==> config.mk <==
export PLATFORM = sky130hd
export DESIGN_NAME = pwr_mode_ctrl
export DESIGN_NICKNAME = d
export VERILOG_FILES = /design/src/rtl/pwr_pkg.sv /design/src/rtl/pwr_slow_timer.sv /design/src/rtl/pwr_wake_sel.sv /design/src/rtl/pwr_pad_hold.sv /design/src/rtl/pwr_mode_ctrl.sv
export SDC_FILE = /design/constraint.sdc
export NUM_CORES = 1
export LEC_CHECK = 0
export BUFFER_PORTS_ARGS = -buffer_cell sky130_fd_sc_hd__buf_2
export CORE_ASPECT_RATIO = 0.7
export CORE_MARGIN = 2
export CORE_UTILIZATION = 46
export DETAILED_ROUTE_END_ITERATION = 16
export PLACE_DENSITY_LB_ADDON = 0.3
export SLEW_MARGIN = 10
export SYNTH_ARGS = -nofsm -noshare
export SYNTH_HDL_FRONTEND = slang
export SYNTH_SLANG_ARGS = --single-unit
==> constraint.sdc <==
create_clock -name clk -period 2.3 [get_ports clk]
set_input_delay 0.575 -clock clk [delete_from_list [all_inputs] [get_ports clk]]
set_output_delay 0.575 -clock clk [all_outputs]
set_load 0.1 [all_outputs]
==> src/rtl/pwr_pkg.sv <==
`timescale 1ns/1ps
package pwr_pkg;
  typedef enum logic [2:0] {
    PS_ACTIVE = 3'd0,
    PS_SLEEP  = 3'd1,
    PS_DEEP   = 3'd2,
    PS_HIB    = 3'd3,
    PS_WAKE   = 3'd4
  } pstate_t;

  localparam logic [1:0] REQ_ACTIVE = 2'd0;
  localparam logic [1:0] REQ_HIB    = 2'd3;

  localparam logic [2:0] WC_NONE  = 3'd0;
  localparam logic [2:0] WC_IRQ   = 3'd1;
  localparam logic [2:0] WC_NP    = 3'd2;
  localparam logic [2:0] WC_TIMER = 3'd3;
  localparam logic [2:0] WC_GPIO  = 3'd4;
endpackage

==> src/rtl/pwr_slow_timer.sv <==
`timescale 1ns/1ps
module pwr_slow_timer #(
  parameter int CNT_W    = 16,
  parameter int SLOW_DIV = 4
) (
  input  logic             clk,
  input  logic             rst,
  output logic [CNT_W-1:0] count
);
  localparam int PRE_W = (SLOW_DIV > 1) ? $clog2(SLOW_DIV) : 1;
  localparam logic [PRE_W-1:0] PRE_LAST = PRE_W'(SLOW_DIV - 1);

  logic [PRE_W-1:0] pre_q;

  always_ff @(posedge clk) begin
    if (rst) begin
      pre_q <= '0;
      count <= '0;
    end else if (pre_q == PRE_LAST) begin
      pre_q <= '0;
      count <= count + 1'b1;
    end else begin
      pre_q <= pre_q + 1'b1;
    end
  end
endmodule

==> src/rtl/pwr_wake_sel.sv <==
`timescale 1ns/1ps
module pwr_wake_sel import pwr_pkg::*; #(
  parameter int NUM_IRQ  = 8,
  parameter int NUM_GPIO = 8,
  parameter int CNT_W    = 16,
  parameter int SEL_W    = 3,
  parameter logic [NUM_GPIO-1:0] DEEP_GPIO_OK = '1
) (
  input  pstate_t             state,
  input  logic [NUM_IRQ-1:0]  sleep_en,
  input  logic [2:0]          deep_en,
  input  logic [SEL_W-1:0]    deep_sel,
  input  logic                hib_tmr,
  input  logic [NUM_GPIO-1:0] hib_gpio,
  input  logic [CNT_W-1:0]    cmp,
  input  logic [CNT_W-1:0]    slow,
  input  logic [NUM_IRQ-1:0]  irq,
  input  logic                np_irq,
  input  logic [NUM_GPIO-1:0] gpio,
  output logic                hit,
  output logic [2:0]          code
);
  logic match;
  logic deep_pin;

  assign match    = (slow == cmp);
  assign deep_pin = DEEP_GPIO_OK[deep_sel] & gpio[deep_sel];

  always_comb begin
    code = WC_NONE;
    unique case (state)
      PS_SLEEP: if (|(irq & sleep_en)) code = WC_IRQ;
      PS_DEEP: begin
        if (deep_en[0] && np_irq)        code = WC_NP;
        else if (deep_en[1] && match)    code = WC_TIMER;
        else if (deep_en[2] && deep_pin) code = WC_GPIO;
      end
      PS_HIB: begin
        if (hib_tmr && match)       code = WC_TIMER;
        else if (|(gpio & hib_gpio)) code = WC_GPIO;
      end
      default: code = WC_NONE;
    endcase
  end

  assign hit = (code != WC_NONE);
endmodule

==> src/rtl/pwr_pad_hold.sv <==
`timescale 1ns/1ps
module pwr_pad_hold #(
  parameter int NUM_GROUPS = 4,
  parameter int BOOT_GROUP = 1
) (
  input  logic                  clk,
  input  logic                  rst,
  input  logic                  enter_hib,
  input  logic                  hib_wake,
  input  logic                  in_hib,
  input  logic [NUM_GROUPS-1:0] keep,
  input  logic [NUM_GROUPS-1:0] rel,
  output logic [NUM_GROUPS-1:0] hold
);
  for (genvar g = 0; g < NUM_GROUPS; g++) begin : g_grp
    always_ff @(posedge clk) begin
      if (rst)             hold[g] <= 1'b0;
      else if (enter_hib)  hold[g] <= hold[g] | keep[g];
      else if (in_hib) begin
        if (hib_wake && g == BOOT_GROUP) hold[g] <= 1'b0;
      end else if (rel[g]) hold[g] <= 1'b0;
    end
  end
endmodule

==> src/rtl/pwr_mode_ctrl.sv <==
`timescale 1ns/1ps
module pwr_mode_ctrl import pwr_pkg::*; #(
  parameter int NUM_BANKS  = 4,
  parameter int NUM_GROUPS = 4,
  parameter int NUM_IRQ    = 8,
  parameter int NUM_GPIO   = 8,
  parameter int CNT_W      = 16,
  parameter int SLOW_DIV   = 4,
  parameter int LAT_SLEEP  = 2,
  parameter int LAT_DEEP   = 6,
  parameter int LAT_HIB    = 12,
  parameter logic [NUM_GPIO-1:0] DEEP_GPIO_OK = {NUM_GPIO{1'b1}} >> (NUM_GPIO / 2),
  localparam int SEL_W = (NUM_GPIO > 1) ? $clog2(NUM_GPIO) : 1
) (
  input  logic                  clk,
  input  logic                  rst,
  input  logic                  req_valid,
  input  logic [1:0]            req_mode,
  input  logic [CNT_W-1:0]      timer_cmp,
  input  logic [NUM_BANKS-1:0]  bank_keep,
  input  logic [NUM_IRQ-1:0]    sleep_irq_en,
  input  logic [2:0]            deep_src_en,
  input  logic [SEL_W-1:0]      deep_gpio_sel,
  input  logic                  hib_timer_en,
  input  logic [NUM_GPIO-1:0]   hib_gpio_en,
  input  logic [NUM_GROUPS-1:0] pad_grp_keep,
  input  logic [NUM_GROUPS-1:0] pad_release,
  input  logic [NUM_IRQ-1:0]    irq,
  input  logic                  np_irq,
  input  logic [NUM_GPIO-1:0]   gpio_wake,
  input  logic                  cause_rd,
  output logic                  cpu_clk_en,
  output logic                  periph_clk_en,
  output logic                  main_pwr_en,
  output logic [NUM_BANKS-1:0]  bank_ret_en,
  output logic [NUM_GROUPS-1:0] pad_hold,
  output logic [2:0]            wake_cause,
  output logic                  wake_ready,
  output logic [CNT_W-1:0]      slow_cnt
);
  localparam int LAT_MAX = (LAT_HIB > LAT_DEEP) ? ((LAT_HIB > LAT_SLEEP) ? LAT_HIB : LAT_SLEEP)
                                                : ((LAT_DEEP > LAT_SLEEP) ? LAT_DEEP : LAT_SLEEP);
  localparam int LAT_W = $clog2(LAT_MAX + 1);

  pstate_t               state;
  logic [LAT_W-1:0]      lat_cnt, lat_load;
  logic [NUM_IRQ-1:0]    sleep_en_q;
  logic [2:0]            deep_en_q;
  logic [SEL_W-1:0]      sel_q;
  logic                  hib_tmr_q;
  logic [NUM_GPIO-1:0]   hib_gpio_q;
  logic [CNT_W-1:0]      cmp_q;
  logic [NUM_BANKS-1:0]  keep_q;
  logic                  accept, hit, low_power;
  logic [2:0]            code;

  assign accept    = req_valid && (state == PS_ACTIVE) && (req_mode != REQ_ACTIVE);
  assign low_power = (state == PS_SLEEP) || (state == PS_DEEP) || (state == PS_HIB);

  pwr_slow_timer #(.CNT_W(CNT_W), .SLOW_DIV(SLOW_DIV)) u_slow (
    .clk(clk), .rst(rst), .count(slow_cnt)
  );

  pwr_wake_sel #(
    .NUM_IRQ(NUM_IRQ), .NUM_GPIO(NUM_GPIO), .CNT_W(CNT_W),
    .SEL_W(SEL_W), .DEEP_GPIO_OK(DEEP_GPIO_OK)
  ) u_wake (
    .state(state), .sleep_en(sleep_en_q), .deep_en(deep_en_q), .deep_sel(sel_q),
    .hib_tmr(hib_tmr_q), .hib_gpio(hib_gpio_q), .cmp(cmp_q), .slow(slow_cnt),
    .irq(irq), .np_irq(np_irq), .gpio(gpio_wake), .hit(hit), .code(code)
  );

  pwr_pad_hold #(.NUM_GROUPS(NUM_GROUPS), .BOOT_GROUP(1)) u_pad (
    .clk(clk), .rst(rst),
    .enter_hib(accept && (req_mode == REQ_HIB)),
    .hib_wake(hit), .in_hib(state == PS_HIB),
    .keep(pad_grp_keep), .rel(pad_release), .hold(pad_hold)
  );

  always_comb begin
    case (state)
      PS_SLEEP: lat_load = LAT_W'(LAT_SLEEP - 1);
      PS_DEEP:  lat_load = LAT_W'(LAT_DEEP - 1);
      default:  lat_load = LAT_W'(LAT_HIB - 1);
    endcase
  end

  always_ff @(posedge clk) begin
    if (rst) begin
      state      <= PS_ACTIVE;
      lat_cnt    <= '0;
      wake_ready <= 1'b0;
      sleep_en_q <= '0;
      deep_en_q  <= '0;
      sel_q      <= '0;
      hib_tmr_q  <= 1'b0;
      hib_gpio_q <= '0;
      cmp_q      <= '0;
      keep_q     <= '0;
    end else begin
      wake_ready <= 1'b0;
      case (state)
        PS_ACTIVE: if (accept) begin
          state      <= pstate_t'({1'b0, req_mode});
          sleep_en_q <= sleep_irq_en;
          deep_en_q  <= deep_src_en;
          sel_q      <= deep_gpio_sel;
          hib_tmr_q  <= hib_timer_en;
          hib_gpio_q <= hib_gpio_en;
          cmp_q      <= timer_cmp;
          keep_q     <= bank_keep;
        end
        PS_WAKE: begin
          if (lat_cnt == '0) begin
            state      <= PS_ACTIVE;
            wake_ready <= 1'b1;
          end else begin
            lat_cnt <= lat_cnt - 1'b1;
          end
        end
        default: if (hit) begin
          state   <= PS_WAKE;
          lat_cnt <= lat_load;
        end
      endcase
    end
  end

  always_ff @(posedge clk) begin
    if (rst)                    wake_cause <= WC_NONE;
    else if (low_power && hit)  wake_cause <= code;
    else if (cause_rd)          wake_cause <= WC_NONE;
  end

  always_comb begin
    cpu_clk_en    = (state == PS_ACTIVE);
    periph_clk_en = (state == PS_ACTIVE) || (state == PS_SLEEP) || (state == PS_WAKE);
    main_pwr_en   = (state != PS_HIB);
    case (state)
      PS_DEEP: bank_ret_en = keep_q;
      PS_HIB:  bank_ret_en = '0;
      default: bank_ret_en = '1;
    endcase
  end
endmodule

* Word level (Yosys, flattened, before mapping)
Memories as Yosys holds them, arrays and structs flattened. A register that Yosys moved wholly into a read port is not among the register bits.
Index checks and enable logic that the tools add are counted.
** Word-level totals
- Memory bits (writable) :: 0
- Latch bits :: 0
- Memory bits (read-only) :: 8
- Bits of input ports :: 74
- Memories kept :: 1
- Register bits :: 76
- Word-level logic and storage cells :: 115
** Memories
- (name not given) :: words 8, bits a word 1, rd ports 1, clocked after memory_dff 1, write ports 0, line pwr_wake_sel.sv:27 : assign deep_pin = DEEP_GPIO_OK[deep_sel] & gpio[deep_sel];
** Cells by class
- Muxes and demuxes :: 37
- $add $sub $neg :: 3
- Divide/modulo/power cells :: 0
- Shift-type cells :: 0
- Reduce and logical (&&, ||, !) cells :: 34
- Equality and inequality tests :: 13
- $lt $le $gt $ge :: 1
- Bitwise operators :: 9
- Multipliers :: 0
** Operator list (count)
- 3-bit two-way mux :: 12
- 4-bit one-hot mux with 2 select lines :: 3
- 1-bit two-way mux :: 17
- 16-bit by 1-bit adder with 16-bit output, second input constant :: 1
- 8-bit bitwise AND :: 2
- 16-bit equality test :: 1
- 8-bit OR reduction :: 2
- 2-bit nonzero test :: 6
- 2-bit AND reduction :: 5
- 3-bit one-hot mux with 3 select lines :: 1
- 3-bit nonzero test :: 3
- 1-bit logical AND :: 8
- 4-bit two-way mux :: 2
- 3-bit by 2-bit equality test with 1-bit output, second input constant :: 2
- 3-bit by 2-bit inequality test with 1-bit output, second input constant :: 2
- 3-bit one-hot mux with 2 select lines :: 1
- 3-bit AND reduction :: 2
- 2-bit equality test, second input constant :: 2
- 4-bit zero test :: 1
- 1-bit logical OR :: 4
- 3-bit by 4-bit less-than comparator with 1-bit output, second input constant :: 1
- 2-bit by 1-bit inequality test with 1-bit output, second input constant :: 2
- 2-bit inequality test, second input constant :: 2
- 1-bit bitwise OR :: 4
- other kinds (9) :: 11

* Depth between registers and ports, before layout
Gate-level depths: netlist of the first run.
- Depth after elaboration :: 12
- Gate-level depth with buffers :: 11
- Gate-level depth less buffers :: 9

* By module
Synthesis of the first run repeated with hierarchy kept, for this count alone.
** Second synthesis, totals
- Cells, all modules :: 420
- Area, all modules :: 3487.1 sq um
** By module, submodules not included
- pwr_mode_ctrl :: sequential area each 1081.0 sq um, instances 1, cells each 266, area an instance 2139.6 sq um
- pwr_slow_timer :: sequential area each 360.3 sq um, instances 1, cells each 83, area an instance 788.3 sq um
- pwr_wake_sel :: sequential area each 0.0 sq um, instances 1, cells each 51, area an instance 379.1 sq um
- pwr_pad_hold :: sequential area each 80.1 sq um, instances 1, cells each 20, area an instance 180.2 sq um

* Least setup slack after synthesis of the first run
OpenSTA, ideal clock, no wires.
- Kind :: reg2reg
- Start point :: register state[2]
- End point :: register cmp_q[6]
- Setup time :: 0.071 ns
- Period minus slack after synthesis :: 3.816 ns
- Stages on the path, launching flop included :: 9
- Arrival time :: 3.745 ns
- Data required time :: 2.229 ns
- Path buffers :: 3
- Path slack :: -1.516 ns
- Path through :: dfxtp_1 buf_4 nor3_1 and2_0 o21a_1 clkbuf_1 clkbuf_1 nand2_1 a21oi_1
** On the way
- Word-level cells in the longest chain between the ends :: 4
** RTL lines
- start: declaration :: line pwr_mode_ctrl.sv:45 : pstate_t state;
- start signal: assignment :: line pwr_mode_ctrl.sv:104 : state <= pstate_t'({1'b0, req_mode});
- 3-bit zero test *
- named net cpu_clk_en :: line pwr_mode_ctrl.sv:32 : output logic cpu_clk_en,
- 1-bit logical AND (2 in series) :: line pwr_mode_ctrl.sv:57 : assign accept = req_valid && (state == PS_ACTIVE) && (req_mode != REQ_ACTIVE);
- 2-bit AND reduction (no source line) *
- end signal: assignment :: line pwr_mode_ctrl.sv:110 : cmp_q <= timer_cmp;
- end: declaration :: line pwr_mode_ctrl.sv:52 : logic [CNT_W-1:0] cmp_q;
Mark *: on every way through the listed nets, which the timed path passes. The rest lies on a longest branch.
A chain may end at the register's enable or synchronous reset.

* Final worst setup path of the first run
- Start point :: register sel_q[1]
- End point :: register lat_cnt[2]
** On the way
- Word-level cells in the longest chain between the ends :: 11
** RTL lines
- start: declaration :: line pwr_mode_ctrl.sv:49 : logic [SEL_W-1:0] sel_q;
- start signal: assignment :: line pwr_mode_ctrl.sv:107 : sel_q <= deep_gpio_sel;
- 1-bit binary-select mux with 3-bit select :: line pwr_wake_sel.sv:27
- 1-bit two-way mux (not written as such) :: line pwr_wake_sel.sv:27
- 1-bit bitwise AND :: line pwr_wake_sel.sv:27
- 1-bit logical AND :: line pwr_wake_sel.sv:36 : else if (deep_en[2] && deep_pin) code = WC_GPIO;
- 3-bit two-way mux :: line pwr_wake_sel.sv:36
- 3-bit two-way mux :: line pwr_wake_sel.sv:35 : else if (deep_en[1] && match) code = WC_TIMER;
- 3-bit two-way mux :: line pwr_wake_sel.sv:34 : if (deep_en[0] && np_irq) code = WC_NP;
- 3-bit one-hot mux with 3 select lines :: line pwr_wake_sel.sv:31 : unique case (state)
- 3-bit nonzero test :: line pwr_wake_sel.sv:46 : assign hit = (code != WC_NONE);
- 2-bit nonzero test (no source line)
- 3-bit AND reduction (no source line)
- end signal: assignment :: line pwr_mode_ctrl.sv:118 : lat_cnt <= lat_cnt - 1'b1;
- end signal: assignment :: line pwr_mode_ctrl.sv:123 : lat_cnt <= lat_load;
- end: declaration :: line pwr_mode_ctrl.sv:46 : logic [LAT_W-1:0] lat_cnt, lat_load;
Every way passes these cells. The select of a mux whose other input is x is not followed.

==> results of run 1 <==
## kinds of logic (layout without fill, tap and decap cells)
family                     after synthesis  count (layout)  share of synthesized area (%)
AOI/OAI and AO/OA                       85              85                          14.85
DFF                                     77              77                          44.85
adders and majority gates                3               3                          1.092
muxes                                    8               8                          2.839
and+or+nand+nor                        176             176                          23.70
xor gates and xnor gates                31              31                          7.900
buffers and inverters                   35             143                          4.768
## through the flow
stage	hold slack (ns)	power, µW	cell area, µm²
2_1_floorplan	0.4043	1997	3483
3_5_place_dp	0.4254	2196	4158
6_report	0.4420	3239	4380
4_1_cts	0.4373	3258	4370
3_3_place_gp	0.4125	2177	4158
5_1_grt	0.4452	3407	4380
## report_power, final
| part | switching [µW] | internal [µW] | leakage, µW |
|---|---|---|---|
| Combinational | 436 | 258 | 0.00104 |
| Clock | 477 | 589 | 0.000106 |
| Sequential | 60.7 | 1420 | 0.000636 |
## metal layers
layer  vias up  track usage (%)  part of all wire [%]  wire length (µm)
met5         -                0                     0                 0
met4         0            5.065                  0.84                72
met3         9            6.843                   8.5               730
met2        99            31.84                    43              3719
met1      1425            31.31                    47              4035
li1       1608                -                     -                 -
## registers in the layout (all words and copies together), names as in the netlist, named ones only
signal and flops:
deep_en_q 3, wake_cause 3, sel_q 3, hib_tmr_q 1, cmp_q 16, u_slow.count 16, sleep_en_q 8, u_slow.pre_q 2
keep_q 4, state 3, u_pad.hold 4, lat_cnt 4, hib_gpio_q 8, wake_ready 1
## final timing paths
path | start | endpoint | slack, ns | depth (start not counted)
setup / recovery | sel_q[1]$_SDFFE_PP0P_ | lat_cnt[2]$_SDFFE_PP0P_ | 0.07 | 7
hold / removal | u_slow.pre_q[0]$_SDFF_PP0_ | u_slow.pre_q[0]$_SDFF_PP0_ | 0.44 | 1
setup reg to reg | sel_q[1]$_SDFFE_PP0P_ | lat_cnt[2]$_SDFFE_PP0P_ | 0.07 | 7
hold reg to reg | u_slow.pre_q[0]$_SDFF_PP0_ | u_slow.pre_q[0]$_SDFF_PP0_ | 0.44 | 1
## cells in the mapped netlist (2+ instances only)
cell and count:
clkbuf_1 20, nand3b_1 4, nand3_1 8, xor2_1 11, xnor2_1 20, o21ai_0 6
mux2i_1 3, and2_1 3, a21oi_1 50, nor2_1 29, nor3_1 7, nand2b_1 2
nand4_1 11, and3_1 2, a31oi_1 6, o21a_1 2, and3_2 2, nand2_1 99
inv_1 9, dfxtp_1 77, buf_6 2, mux2_2 3, a22oi_1 11, buf_4 2
ha_1 3
## layout by cell type, fill, tap and decap left out, types with 5 or more instances in the layout
cell type / count
nand2_1: 99
xor2_1: 11
nand4_1: 11
nor3_1: 6
a22oi_1: 11
inv_1: 9
dfxtp_1: 60
buf_2: 103
a21oi_1: 49
buf_12: 5
nand3_1: 8
clkbuf_8: 12
dfxtp_2: 16
a31oi_1: 6
buf_4: 9
nor2_1: 29
xnor2_1: 20
## cell type report
cell class	count	share of cell area, %
clock buffers	13	3.856
clock inverters	3	0.9712
inverters	10	0.8569
multi-input cells	303	40.19
flip-flops and latches	77	35.73
well taps	98	2.799
repair buffers	117	15.60
## what timing repair did
action | in CTS | in global routing
hold buffers | 0 | 0
setup buffers | 0 | 0
gates resized for setup | 1 | 3
endpoints found under the setup margin | 1 | 6
pin swaps | 0 | 1
## worst max-delay path, cell delays in order, from the launching register on
cell and delay [ns]:
dfxtp_4 0.38, mux2_2 0.33, mux4_2 0.49, a31oi_1 0.15, o221a_2 0.25, nand4_1 0.21, o21ai_0 0.17, a32o_1 0.19
==> results_dict.tcl, run 1 <==
set metrics [dict create \
    syn_area_per_cell_um2 8.282 \
    syn_inst 415 \
    routedWlPerCell_um 13.78 \
    synth_top_area_share_pct 44.85 \
    grt_usage_pct 21.78 \
    ys.flop_type "dfxtp_1" \
    ys_seq_elements 77 \
    power_leakage_uw 0.001782 \
    insertedDiodeCount 0 \
    seqCellArea_um2 1565 \
    finalCritPeriodShare_pct 97.00 \
    area_growth_pct 27.45 \
    place.gp.congestion 0.8727 \
    core_um2 7254 \
    grt_first_pass_wirelength_mm 14.31 \
    synth-async-reset-ratio_pct 0 \
    min_path_type "reg -> reg" \
    grt_pass1_vias 2993 \
    relSlewSlack_pct 57.36 \
    yosys_warnings 0 \
    clk_pin_slew_ns 0.08 \
    ys_seq_area_share_pct 44.85 \
    yosysTopAreaCell "dfxtp_1" \
    start_kind "flop" \
    synth.area.top_cells "dfxtp_1 (45%), nand2_1 (11%), a21oi_1 (7.3%)" \
    insertion_delay_ns 0.34 \
    synth_area_um2 3437 \
    end_kind "flop" \
    grt.overflow.total 0 \
    start_util_pct 47.38 \
    required_ns 2.58 \
    worst_pin_slew_ns 0.6396 \
    rsz0062_at_grt "no" \
    cts-root-buf "clkbuf_8" \
    die_width_um 107.3 \
    syn_nets 492 \
    final_util_pct 60.38 \
    outcome "completed" \
    routed_wl_mm 8.557 \
    io_pins 105 \
    initialDrtViolationCount 180 \
    die-area_um2 8190 \
    maxCapViolations 0 \
    tns_ns 0 \
    dp_hpwl_mm 6.302 \
    placement_rows 26 \
    fill_cells 675 \
    fmax_ghz 0.4482 \
    multi_input_area_um2 1760 \
    stdcell_count 621 \
    antenna_found_initial 0 \
    synth_edf_count 0 \
    antenna_left 0 \
    cts_buffer_depth 2 \
    cts_tree "yes" \
    numCtsBuffers 9 \
    vias 3141 \
    dp_cells 605 \
    synth.distinct_cells 48 \
    grt_max_degree 34 \
    port_buffers 104 \
    route.detailed.drc 0 \
    clock_sinks 77 \
    p_per_area_nw_per_um2 739.4 \
    hold_viol 0 \
    setup_viol 0 \
    setup_slack_ns 0.06899 \
    htreeDepth 3 \
    crit_fanout 5 \
    final_nets 595 \
    finalMaxSlewViolations 0 \
    clock-skew-final_ns 0.01155 \
    cp.arrival_ns 2.51 \
    die_h_um 76.32 \
    dr.pass1.iters 4 \
    post-place-ws_ns -0.1737 \
    peakVddDrop_mv 0.3309 \
    fin_crit_ns 2.231 \
    critical_path_class "reg -> reg" \
    post_route_cells_drive_above_1_share_pct 32.50 \
    vias_per_cell 5.058 \
]
Power figures use the tool's default switching activity.
==> inputs of run 2 (changes only) <==
Settings changed: CAP_MARGIN from default to 20, CORE_ASPECT_RATIO 0.7 to default, RECOVER_POWER from default to 50.
==> results_dict.tcl, run 2 (synthesized netlist as in run 1, its figures left out) <==
set metrics [dict create \
    reg.largest.list "cmp_q (16), u_slow.count (16)" \
    place_area_um2 4134 \
    outcome "completed" \
    fin_crit_ns 2.195 \
    antenna_left 0 \
    routed_wl_mm 8.217 \
    clk_pin_slew_ns 0.08 \
    start_kind "flop" \
    cts_tree "yes" \
    required_ns 2.55 \
    final_common_cell "nand2_1" \
    final_area_um2 4313 \
    post_route_cells_drive_above_1_share_pct 31.74 \
    route.detailed.drc 0 \
    post_cts_buffers 0 \
    dp_cells 606 \
    power_leakage_uw 0.001738 \
    core_um2 7253 \
    grt_first_pass_wirelength_mm 13.86 \
    insertedDiodeCount 0 \
    cts_buffer_depth 2 \
    cp.arrival_ns 2.44 \
    vias 3175 \
    dp_hpwl_mm 6.028 \
    final_nets 595 \
    cts-root-buf "clkbuf_8" \
    placement_rows 31 \
    final_cell_mix "nand2_1 (99), buf_2 (96), dfxtp_1 (60)" \
    die_width_um 90.44 \
    end_kind "flop" \
    crit_fanout 5 \
    grt_usage_pct 20.61 \
    antenna_found_initial 0 \
    finalMaxSlewViolations 0 \
    clock_sinks 77 \
    die-area_um2 8179 \
    place.gp.congestion 0.8528 \
    htreeDepth 3 \
    grt.overflow.total 0 \
    dr.pass1.iters 4 \
    worst_pin_slew_ns 0.7145 \
    initialDrtViolationCount 220 \
    grt_pass1_vias 3024 \
    insertion_delay_ns 0.35 \
    grt_max_degree 38 \
    stdcell_count 622 \
    final_util_pct 59.46 \
    routedWlPerCell_um 13.21 \
    vias_per_cell 5.105 \
    p_per_area_nw_per_um2 743.3 \
    start_util_pct 47.39 \
    maxCapViolations 0 \
    area_growth_pct 25.48 \
    io_pins 105 \
    critical_path_class "reg -> reg" \
    clock-skew-final_ns 0.01005 \
    relSlewSlack_pct 52.37 \
    fmax_ghz 0.4556 \
    die_h_um 90.44 \
    peakVddDrop_mv 0.3323 \
    rsz0062_at_grt "no" \
    min_path_type "reg -> reg" \
    finalCritPeriodShare_pct 95.44 \
    setup_viol 0 \
    fill_cells 660 \
    hold_viol 0 \
    power.total_uw 3206 \
    numCtsBuffers 9 \
    port_buffers 104 \
]
[run 2: area by class of cell]
type                            count  area [µm²]  area share, %
Multi-Input combinational cell    303        1743          40.41
Timing Repair Buffer              117       633.1          14.68
Clock inverter                      5       58.81          1.364
Clock buffer                       11       151.4          3.510
Inverter                           10       37.54         0.8703
Tap cell                           99       123.9          2.872
Sequential cell                    77        1565          36.29
[run 2: worst paths after layout]
kind,startpoint,endpoint,slack (ns),cells after the start
max reg2reg,sel_q[1]$_SDFFE_PP0P_,lat_cnt[2]$_SDFFE_PP0P_,0.10,6
min,u_slow.pre_q[0]$_SDFF_PP0_,u_slow.pre_q[0]$_SDFF_PP0_,0.44,1
max,sel_q[1]$_SDFFE_PP0P_,lat_cnt[2]$_SDFFE_PP0P_,0.10,6
min reg2reg,u_slow.pre_q[0]$_SDFF_PP0_,u_slow.pre_q[0]$_SDFF_PP0_,0.44,1
[run 2: critical path, stage by stage, from the launching register on]
cell,delay (ns)
dfxtp_4,0.38
mux2_1,0.32
mux4_2,0.50
a31oi_1,0.16
o221a_2,0.24
nand4_1,0.21
a32o_1,0.28
[run 2: repair_timing]
item,CTS,global route
setup endpoints to repair,0,6
gates resized for setup,0,4
hold buffers,0,0
[run 2: power breakdown]
| part | internal (µW) | switching (µW) | leakage (µW) | total [µW] |
|---|---|---|---|---|
| clock | 560 | 506 | 0.000102 | 1070 |
| combinational | 239 | 425 | 0.00100 | 664 |
| sequential | 1420 | 58.2 | 0.000636 | 1470 |
| total | 2220 | 990 | 0.00174 | 3210 |
[run 2: metal layers]
| metal | share of wire, % | wire, µm | global-route usage, % | vias to the layer above |
|---|---|---|---|---|
| li1 | - | - | - | 1612 |
| met1 | 47 | 3868 | 27.34 | 1475 |
| met2 | 47 | 3862 | 33.65 | 80 |
| met3 | 4.9 | 399 | 3.673 | 8 |
| met4 | 1.1 | 87 | 7.692 | 0 |
| met5 | 0 | 0 | 0 | - |
[run 2: per-stage QoR]
| step | hold WS [ns] | setup WS, ns | setup TNS (ns) |
|---|---|---|---|
| finish | 0.4424 | 0.1049 | 0 |
| global route | 0.4555 | 0.01424 | 0 |
| CTS | 0.4393 | 0.02890 | 0 |
| detailed placement | 0.4280 | -0.1534 | -0.8552 |
| global placement | 0.4137 | -0.1150 | -0.4809 |
| floorplan | 0.4043 | -0.2366 | -0.9371 |
==> inputs of run 3 (changes only) <==
Settings changed: BUFFER_PORTS_ARGS -buffer_cell sky130_fd_sc_hd__buf_2 to -buffer_cell sky130_fd_sc_hd__buf_4.
==> results_dict.tcl, run 3 (synthesized netlist as in run 1, its figures left out) <==
set metrics [dict create \
    outcome "completed" \
    cts_tree "yes" \
    clk_pin_slew_ns 0.08 \
    fin_crit_ns 2.165 \
    routedWlPerCell_um 13.48 \
    rsz0062_at_grt "no" \
    grt_usage_pct 20.97 \
    setup_slack_ns 0.1346 \
    power.total_uw 3222 \
    crit_fanout 5 \
    relSlewSlack_pct 51.13 \
    placement_rows 31 \
    die_h_um 90.44 \
    end_kind "flop" \
    grt_first_pass_wirelength_mm 14.12 \
    place.gp.congestion 0.8592 \
    initialDrtViolationCount 184 \
    min_path_type "reg -> reg" \
    htreeDepth 3 \
    holdPathStages 1 \
    worst_pin_slew_ns 0.7330 \
    insertedDiodeCount 0 \
    peakVddDrop_mv 0.3312 \
    cts_hold_buffers 0 \
    post_route_cells_drive_above_1_share_pct 31.72 \
    dp_hpwl_mm 6.058 \
    r2r_start "sel_q[1]$_SDFFE_PP0P_" \
    grt_max_degree 43 \
    dr.pass1.iters 4 \
    route.detailed.drc 0 \
    clock_sinks 77 \
    core_um2 7253 \
    finalCritPeriodShare_pct 94.15 \
    grt.overflow.total 0 \
    critical_path_class "reg -> reg" \
    grt_pass1_vias 3117 \
    fmax_ghz 0.4618 \
    antenna_found_initial 0 \
    final_cell_mix "nand2_1 (99), buf_4 (87), dfxtp_1 (60)" \
    numCtsBuffers 9 \
    vias_per_cell 5.175 \
    start_kind "flop" \
    r2r-end "lat_cnt[3]$_SDFFE_PP0P_" \
    reg.largest.list "cmp_q (16), u_slow.count (16)" \
    final_nets 593 \
    p_per_area_nw_per_um2 721.1 \
    r2r_slack_ns 0.13 \
    cp.arrival_ns 2.39 \
    clock-skew-final_ns 0.009091 \
    maxCapViolations 0 \
    min_from "u_slow.pre_q[0]$_SDFF_PP0_" \
    routed_wl_mm 8.303 \
    setup_viol 0 \
    hold_viol 0 \
    port_buffers 104 \
    die_width_um 90.44 \
    post-place-ws_ns -0.1716 \
    antenna_left 0 \
    cts-root-buf "clkbuf_8" \
    final_common_cell "nand2_1" \
    die-area_um2 8179 \
    insertion_delay_ns 0.35 \
    fill_cells 682 \
    start_util_pct 47.39 \
    power_leakage_uw 0.001782 \
    vias 3188 \
    io_pins 105 \
    cts_buffer_depth 2 \
    required_ns 2.52 \
    reg2reg_depth 7 \
    area_growth_pct 30.00 \
    finalMaxSlewViolations 0 \
    hold_end "u_slow.pre_q[0]$_SDFF_PP0_" \
    holdWs_ns 0.4272 \
]
## run 3: cell count changes in the layout (fill, tap and decap cells not counted), sizes merged
cell      previous run  this run
clkinvlp             2         0
bufinv               1         2
clkbuf              22        37
buf                106        87
clkinv               2         1
## run 3: power breakdown
| group | leakage [µW] | internal [µW] | total [µW] | switching [µW] |
|---|---|---|---|---|
| Combinational | 0.00105 | 276 | 703 | 426 |
| Sequential | 0.000636 | 1420 | 1480 | 59.3 |
| Clock | 0.0000969 | 585 | 1040 | 458 |
| Total | 0.00178 | 2280 | 3220 | 943 |
## run 3: per-stage QoR
step | util (%) | instance area, µm² | cells | setup TNS (ns)
after floorplan | - | 3483 | 415 | -0.9371
after global placement | 60.17 | 4364 | 604 | -0.5507
after detailed placement | 60.17 | 4364 | 604 | -1.059
after CTS | 62.77 | 4553 | 616 | 0
after global routing | 61.60 | 4468 | 616 | 0
final | 61.60 | 4468 | 616 | 0
## run 3: final cells by class
cell class	count	area [µm²]	area share, %
clock inverter	3	65.06	1.456
sequential	77	1565	35.03
clock buffer	9	123.9	2.772
inverter	10	37.54	0.8401
tap	99	123.9	2.772
timing repair buffer	115	792.0	17.73
multi-input combinational	303	1760	39.40
## run 3: worst max-delay path by stage
stage	depth (start not counted)	startpoint	endpoint	slack, ns
CTS	7	sel_q[1]$_SDFFE_PP0P_	lat_cnt[1]$_SDFFE_PP0P_	0.03
global route	7	u_slow.count[2]$_SDFFE_PP0P_	u_pad.hold[1]$_SDFFE_PP0P_	0.006
detailed placement	8	gpio_wake[7]	lat_cnt[3]$_SDFFE_PP0P_	-0.17
finish	7	sel_q[1]$_SDFFE_PP0P_	lat_cnt[3]$_SDFFE_PP0P_	0.13
global placement	8	gpio_wake[7]	lat_cnt[3]$_SDFFE_PP0P_	-0.12
floorplan	2	state[0]$_SDFFE_PP0P_	bank_ret_en[0]	-0.24
## run 3: critical path, cell delays in order (launching register included)
cell     delay (ns)
dfxtp_4        0.38
mux2_1         0.32
mux4_2         0.51
a31oi_1        0.15
o221a_2        0.23
and3_4         0.22
and2_4         0.15
o32ai_2        0.08
## run 3: timing repair
item                                    in CTS  in global routing
setup buffers                                0                  0
endpoints found under the setup margin       0                  9
gates resized for setup                      0                  4
## run 3: per-layer routing
layer / vias up / GRT usage [%] / share of wire (%) / wire, µm
met3: 11 / 5.175 / 5.4 / 452
met1: 1486 / 26.18 / 46 / 3791
li1: 1605 / - / - / -
met2: 86 / 35.15 / 48 / 3950
met5: - / 0 / 0 / 0
met4: 0 / 7.692 / 1.3 / 107
